===== config.mk =====
export PLATFORM = sky130hd
export DESIGN_NAME = lu_frame_unit
export DESIGN_NICKNAME = d
export VERILOG_FILES = /design/src/rtl/lu_pkg.sv /design/src/rtl/lu_disp_ext.sv /design/src/rtl/lu_seq.sv /design/src/rtl/lu_frame_unit.sv
export SDC_FILE = /design/constraint.sdc
export NUM_CORES = 1
export LEC_CHECK = 0
export BUFFER_PORTS_ARGS = -buffer_cell sky130_fd_sc_hd__buf_4
export CAP_MARGIN = 20
export CORE_MARGIN = 10
export CORE_UTILIZATION = 30
export DETAILED_ROUTE_END_ITERATION = 8
export SETUP_SLACK_MARGIN = 0.4
export SLEW_MARGIN = 40
export SYNTH_ARGS = -nofsm -noshare
export SYNTH_HDL_FRONTEND = slang
export SYNTH_SLANG_ARGS = --single-unit

===== constraint.sdc =====
create_clock -name clk_i -period 4.35 [get_ports clk_i]
set_input_delay 0.435 -clock clk_i [delete_from_list [all_inputs] [get_ports clk_i]]
set_output_delay 0.435 -clock clk_i [all_outputs]
set_load 0.02 [all_outputs]

===== src/rtl/lu_pkg.sv =====
package lu_pkg;
  typedef enum logic [1:0] {
    ST_IDLE = 2'd0,
    ST_PUSH = 2'd1,
    ST_POP  = 2'd2,
    ST_DONE = 2'd3
  } lu_state_e;
endpackage


===== src/rtl/lu_disp_ext.sv =====
module lu_disp_ext #(
  parameter int unsigned W  = 32,
  parameter int unsigned NW = 16
) (
  input  logic         wide_i,
  input  logic [W-1:0] raw_i,
  output logic [W-1:0] ext_o
);
  generate
    if (NW >= W) begin : g_pass
      assign ext_o = raw_i;
    end else begin : g_ext
      logic [W-1:0] narrow;
      assign narrow = {{(W-NW){raw_i[NW-1]}}, raw_i[NW-1:0]};
      assign ext_o  = wide_i ? raw_i : narrow;
    end
  endgenerate
endmodule


===== src/rtl/lu_seq.sv =====
module lu_seq
  import lu_pkg::*;
#(
  parameter int unsigned W          = 32,
  parameter int unsigned WORD_BYTES = 4
) (
  input  logic         clk_i,
  input  logic         rst_ni,
  input  logic         start_i,
  input  logic         op_unlink_i,
  input  logic         self_i,
  input  logic [W-1:0] sp_i,
  input  logic [W-1:0] fp_i,
  input  logic [W-1:0] disp_i,
  output logic         mem_req_o,
  output logic         mem_we_o,
  output logic [W-1:0] mem_addr_o,
  output logic [W-1:0] mem_wdata_o,
  input  logic [W-1:0] mem_rdata_i,
  input  logic         mem_ack_i,
  output logic         busy_o,
  output logic         done_o,
  output logic [W-1:0] sp_o,
  output logic [W-1:0] fp_o
);
  localparam logic [W-1:0] STEP = W'(WORD_BYTES);

  lu_state_e    state_q;
  logic [W-1:0] sp_q, fp_q, disp_q;
  logic         self_q;
  logic [W-1:0] fp_eff;

  assign fp_eff = self_i ? sp_i : fp_i;

  always_ff @(posedge clk_i or negedge rst_ni) begin
    if (!rst_ni) begin
      state_q <= ST_IDLE;
      sp_q    <= '0;
      fp_q    <= '0;
      disp_q  <= '0;
      self_q  <= 1'b0;
    end else begin
      unique case (state_q)
        ST_IDLE: if (start_i) begin
          self_q <= self_i;
          disp_q <= disp_i;
          fp_q   <= fp_eff;
          if (op_unlink_i) begin
            sp_q    <= fp_eff;
            state_q <= ST_POP;
          end else begin
            sp_q    <= sp_i - STEP;
            state_q <= ST_PUSH;
          end
        end
        ST_PUSH: if (mem_ack_i) begin
          // frame reg takes pre-displacement sp unless aliased to sp
          fp_q    <= self_q ? (sp_q + disp_q) : sp_q;
          sp_q    <= sp_q + disp_q;
          state_q <= ST_DONE;
        end
        ST_POP: if (mem_ack_i) begin
          if (self_q) begin
            sp_q <= mem_rdata_i + STEP;
            fp_q <= mem_rdata_i + STEP;
          end else begin
            fp_q <= mem_rdata_i;
            sp_q <= sp_q + STEP;
          end
          state_q <= ST_DONE;
        end
        default: state_q <= ST_IDLE;
      endcase
    end
  end

  assign mem_req_o   = (state_q == ST_PUSH) || (state_q == ST_POP);
  assign mem_we_o    = (state_q == ST_PUSH);
  assign mem_addr_o  = sp_q;
  assign mem_wdata_o = fp_q;
  assign busy_o      = (state_q != ST_IDLE);
  assign done_o      = (state_q == ST_DONE);
  assign sp_o        = sp_q;
  assign fp_o        = fp_q;


  req_hold_chk: assert property (@(posedge clk_i) disable iff (!rst_ni)
    mem_req_o && !mem_ack_i |=> mem_req_o && $stable(mem_addr_o) &&
                                $stable(mem_we_o) && $stable(mem_wdata_o) &&
                                !done_o);

  done_pulse_chk: assert property (@(posedge clk_i) disable iff (!rst_ni)
    done_o |=> !done_o && !busy_o);

  done_after_ack_chk: assert property (@(posedge clk_i) disable iff (!rst_ni)
    mem_req_o && mem_ack_i |=> done_o && !mem_req_o);

  push_addr_chk: assert property (@(posedge clk_i) disable iff (!rst_ni)
    start_i && !busy_o && !op_unlink_i |=>
      mem_req_o && mem_we_o && mem_addr_o == $past(sp_i) - STEP);

  link_fp_chk: assert property (@(posedge clk_i) disable iff (!rst_ni)
    mem_req_o && mem_we_o && mem_ack_i && !self_q |=> fp_o == $past(mem_addr_o));

  unlink_regs_chk: assert property (@(posedge clk_i) disable iff (!rst_ni)
    mem_req_o && !mem_we_o && mem_ack_i && !self_q |=>
      fp_o == $past(mem_rdata_i) && sp_o == $past(mem_addr_o) + STEP);
endmodule


===== src/rtl/lu_frame_unit.sv =====
module lu_frame_unit #(
  parameter int unsigned ADDR_W     = 32,
  parameter int unsigned NARROW_W   = 16,
  parameter int unsigned WORD_BYTES = 4
) (
  input  logic              clk_i,
  input  logic              rst_ni,
  input  logic              start_i,
  input  logic              op_unlink_i,
  input  logic              self_i,
  input  logic              disp_wide_i,
  input  logic [ADDR_W-1:0] sp_i,
  input  logic [ADDR_W-1:0] fp_i,
  input  logic [ADDR_W-1:0] disp_i,
  output logic              mem_req_o,
  output logic              mem_we_o,
  output logic [ADDR_W-1:0] mem_addr_o,
  output logic [ADDR_W-1:0] mem_wdata_o,
  input  logic [ADDR_W-1:0] mem_rdata_i,
  input  logic              mem_ack_i,
  output logic              busy_o,
  output logic              done_o,
  output logic [ADDR_W-1:0] sp_o,
  output logic [ADDR_W-1:0] fp_o
);
  logic [ADDR_W-1:0] disp_ext;

  lu_disp_ext #(.W(ADDR_W), .NW(NARROW_W)) u_ext (
    .wide_i (disp_wide_i),
    .raw_i  (disp_i),
    .ext_o  (disp_ext)
  );

  lu_seq #(.W(ADDR_W), .WORD_BYTES(WORD_BYTES)) u_seq (
    .clk_i       (clk_i),
    .rst_ni      (rst_ni),
    .start_i     (start_i),
    .op_unlink_i (op_unlink_i),
    .self_i      (self_i),
    .sp_i        (sp_i),
    .fp_i        (fp_i),
    .disp_i      (disp_ext),
    .mem_req_o   (mem_req_o),
    .mem_we_o    (mem_we_o),
    .mem_addr_o  (mem_addr_o),
    .mem_wdata_o (mem_wdata_o),
    .mem_rdata_i (mem_rdata_i),
    .mem_ack_i   (mem_ack_i),
    .busy_o      (busy_o),
    .done_o      (done_o),
    .sp_o        (sp_o),
    .fp_o        (fp_o)
  );
endmodule


==> flow_summary_export.csv <==
group,metric,value,unit
cells_and_area,layout_commonest_cell,"buf_4",
sta,tns,0,ns
logic_synthesis,dominantRegCellSynth,"dfrtp_1",
placement,gp_routability_congestion,0.956,
logic_synthesis,synth_edf_count,0,
logic_synthesis,synth_seq_cells,99,
logic_synthesis,synth_top_family_by_area,"compound AO/OA/AOI/OAI gates",
status,outcome,"finished, final reports clean",
logic_synthesis,synth_cell_type_count,72,
clock_tree,clk_latency_worst_skew_pair,0.37,ns
sta,final.period_utilization,0.776,
clock_tree,clock_transition_time_at_the_flip_flop_clock_pins_of_the_worst_setup_and_hold_paths,0.07,ns
global_route,grt_first_pass_wirelength,64.9,mm
clock_tree,cts_sinks,99,
cells_and_area,layout_common_cells,"301 x buf_4, 150 x nand2_1, 102 x o21ai_0, 99 x nor2_1, 99 x a21oi_1",
sta,worst_hold_margin,0.0854,ns
detailed_routing,initialDrtViolationCount,873,
placement,placement.io_buffers,266,
detailed_routing,final_antenna_net_count,0,
clock_tree,cts_root_buffer,"clkbuf_16",
clock_tree,holdBufCountCts,0,
worst_setup_path,crit_path_frequent_cell,"o31ai_1",
clock_tree,cts_buffer_depth,2,
logic_synthesis,cell_area_synth,0.0101,mm^2
power,ir_drop,0.392,mV
sta,skew,0.0174,ns
logic_synthesis,synth_adder_area_share,0.0493,
sta,timing.final.max_slew_violations,0,
logic_synthesis,muxShareOfSynthArea,0.0545,
cells_and_area,post_layout_net_count,1629,
die,floorplan.initialDensity,0.307,
cells_and_area,finalCoreUtilization,0.377,
die,floorplan.io_pins,267,
logic_synthesis,yosys.area_share.xor_xnor,0.0976,
placement,dp_hpwl,34.2,mm
power,power_leakage,0.00528,uW
worst_setup_path,critical-path-max-stage-delay,0.44,ns
global_route,initial_antenna_violation_count,6,
worst_setup_path,critical_path.max_fanout,5,
detailed_routing,post-route-drc-count,0,
detailed_routing,firstDrtPassIters,6,
sta,timing.max_slew.rel_slack,0.404,
global_route,grt_start_max_net_pins,68,
global_route,number_of_global_route_vias_before_repair,10200,
logic_synthesis,synth-seq-area-share,0.246,
sta,max_slew.worst_pin.slew,0.890,ns
logic_synthesis,async_reset_ff_frac,1.00,
clock_tree,cts_resized,0,
cells_and_area,areaGrowthSynthToFinish,23.1,%
clock_tree,setup_repair_bufs_after_cts,0,
sta,max_clock_freq,296,MHz
detailed_routing,drt-total-wl,43.8,mm
sta,final_period_minus_worst_setup_slack,3.37,ns
logic_synthesis,simple_gate_share_of_the_synthesized_area,0.198,
die,dieHeight,203,um
sta,rsz0062_at_grt,"no",
clock_tree,cts_htree_levels,3,
logic_synthesis,postSynthCellCount,1293,
worst_setup_path,number_of_cells_on_the_worst_reg_to_reg_path,12,
clock_tree,tritoncts.num_buffers,9,
power,powerDensity,935,mW/mm^2
cells_and_area,n_fill_cell,3391,
sta,timing_hold_violations_final,0,
die,fp.dieW,203,um
global_route,globalRouteOverflowTotal,0,
job,timing.max_cap.violations,0,
global_route,overall_track_demand_over_capacity_in_global_routing,0.203,
logic_synthesis,yosys_warnings,0,
logic_synthesis,syn_nets,1467,
detailed_routing,routedWlPerCell,22.9,um
sta,setup_viol,0,
worst_hold_path,hold_wc_path_type,"in2async",
die,floorplan.core_area,0.0328,mm^2
worst_setup_path,required,4.58,ns
worst_setup_path,cp_slowest_cell,"fa_1",
worst_setup_path,worst-setup-path-type,"reg2reg",
worst_setup_path,worst_setup_path_end_kind,"register",
worst_setup_path,worst-endpoint-arrival,3.60,ns
logic_synthesis,synth_compound_gate_area_share,0.263,
worst_setup_path,timing.critical_path.from_type,"register",
detailed_routing,via_per_inst,5.60,
logic_synthesis,avgSynthCellArea,7.77,um^2
die,rows,66,
worst_setup_path,critical_path.cell_chain,"ha_1 -> fa_1 -> a211oi_1 -> o211ai_1 -> a41o_1 -> a311oi_1 -> buf_4 -> o31ai_1 -> nand2b_1 -> o22ai_1 -> a221oi_1 -> o31ai_1",
die,floorplan.die_area,0.0412,mm^2
clock_tree,tritoncts,"built",
detailed_routing,routed-via-count,10700,
cells_and_area,share_of_cells_above_drive_strength_1,0.250,
==> metrics by stage <==
stage	power, uW	setup slack, ns	instances	instance area, um^2
2_1_floorplan	7720	1.22	1293	10100
3_3_place_gp	10600	1.02	1886	12100
3_5_place_dp	10600	1.03	1886	12100
4_1_cts	11500	1.02	1902	12400
5_1_grt	12400	0.758	1905	12400
6_report	11600	0.975	1907	12400
==> registers in the layout (all words and copies together), names as in the netlist <==
signal	flops
u_seq.disp_q	32
u_seq.fp_o	32
u_seq.mem_addr_o	32
u_seq.state_q	2
u_seq.self_q	1
==> synth_stat cells (all sizes together) (16+ instances only) <==
| library cell | instances | area [um^2] |
|---|---|---|
| a211oi | 26 | 195 |
| a21oi | 99 | 495 |
| a221oi | 36 | 322 |
| buf | 74 | 522 |
| clkbuf | 77 | 289 |
| dfrtp | 99 | 2480 |
| ha | 38 | 475 |
| inv | 28 | 105 |
| mux2 | 30 | 338 |
| mux2i | 21 | 210 |
| nand2 | 151 | 567 |
| nand3 | 39 | 195 |
| nand4 | 25 | 156 |
| nor2 | 99 | 372 |
| nor2b | 17 | 109 |
| nor3 | 24 | 130 |
| o21ai | 103 | 515 |
| o31ai | 16 | 120 |
| xnor2 | 70 | 613 |
| xor2 | 42 | 368 |
==> kinds of logic after synthesis <==
group                    count (synthesis)
AND/OR/NAND/NOR                        414
AO/OA/AOI/OAI                          399
flip-flops                              99
adder cells (fa/ha/maj)                 39
XOR/XNOR                               112
buffers and inverters                  179
multiplexers                            51
==> final cells by class <==
cell class	instances	area [um^2]	area share
clock inverter	4	27.5	0.00222
timing repair buffer	302	2270	0.184
clock buffer	12	246	0.0199
inverter	28	105	0.00850
sequential	99	2480	0.200
antenna	5	12.5	0.00101
multi-input combinational	1015	6680	0.540
tap	442	553	0.0447
==> report_power, final <==
group,internal [uW],total [uW],switching [uW]
sequential,1420,2060,642
clock,405,808,403
combinational,3250,8690,5440
==> critical path, delay by kind of cell (launching register included) <==
family                   cells  cell delay (ns)
adder cells (fa/ha/maj)      2             0.70
AND/OR/NAND/NOR              1             0.15
AO/OA/AOI/OAI                8             1.80
flip-flops                   1             0.42
buffers and inverters        1             0.17
==> routing by layer <==
layer	up-vias	GRT usage	wire [um]
met4	2	0.0586	798
li1	5010	-	-
met3	41	0.0451	3810
met1	5115	0.285	20400
met2	503	0.302	18700
met5	-	0	13
==> final timing paths <==
path	start	end	slack, ns
worst max-delay path	u_seq.mem_addr_o[0]$_DFFE_PN0P_	u_seq.fp_o[26]$_DFFE_PN0P_	0.98
worst min-delay path	rst_ni	u_seq.disp_q[2]$_DFFE_PN0P_	0.09
worst max register to register	u_seq.mem_addr_o[0]$_DFFE_PN0P_	u_seq.fp_o[26]$_DFFE_PN0P_	0.98
worst min register to register	u_seq.disp_q[25]$_DFFE_PN0P_	u_seq.disp_q[25]$_DFFE_PN0P_	0.49
max in group asynchronous	rst_ni	u_seq.mem_addr_o[10]$_DFFE_PN0P_	3.31
min in group clk_i	disp_i[11]	u_seq.disp_q[11]$_DFFE_PN0P_	0.30
Note: power is estimated with default switching activity, not from simulation.
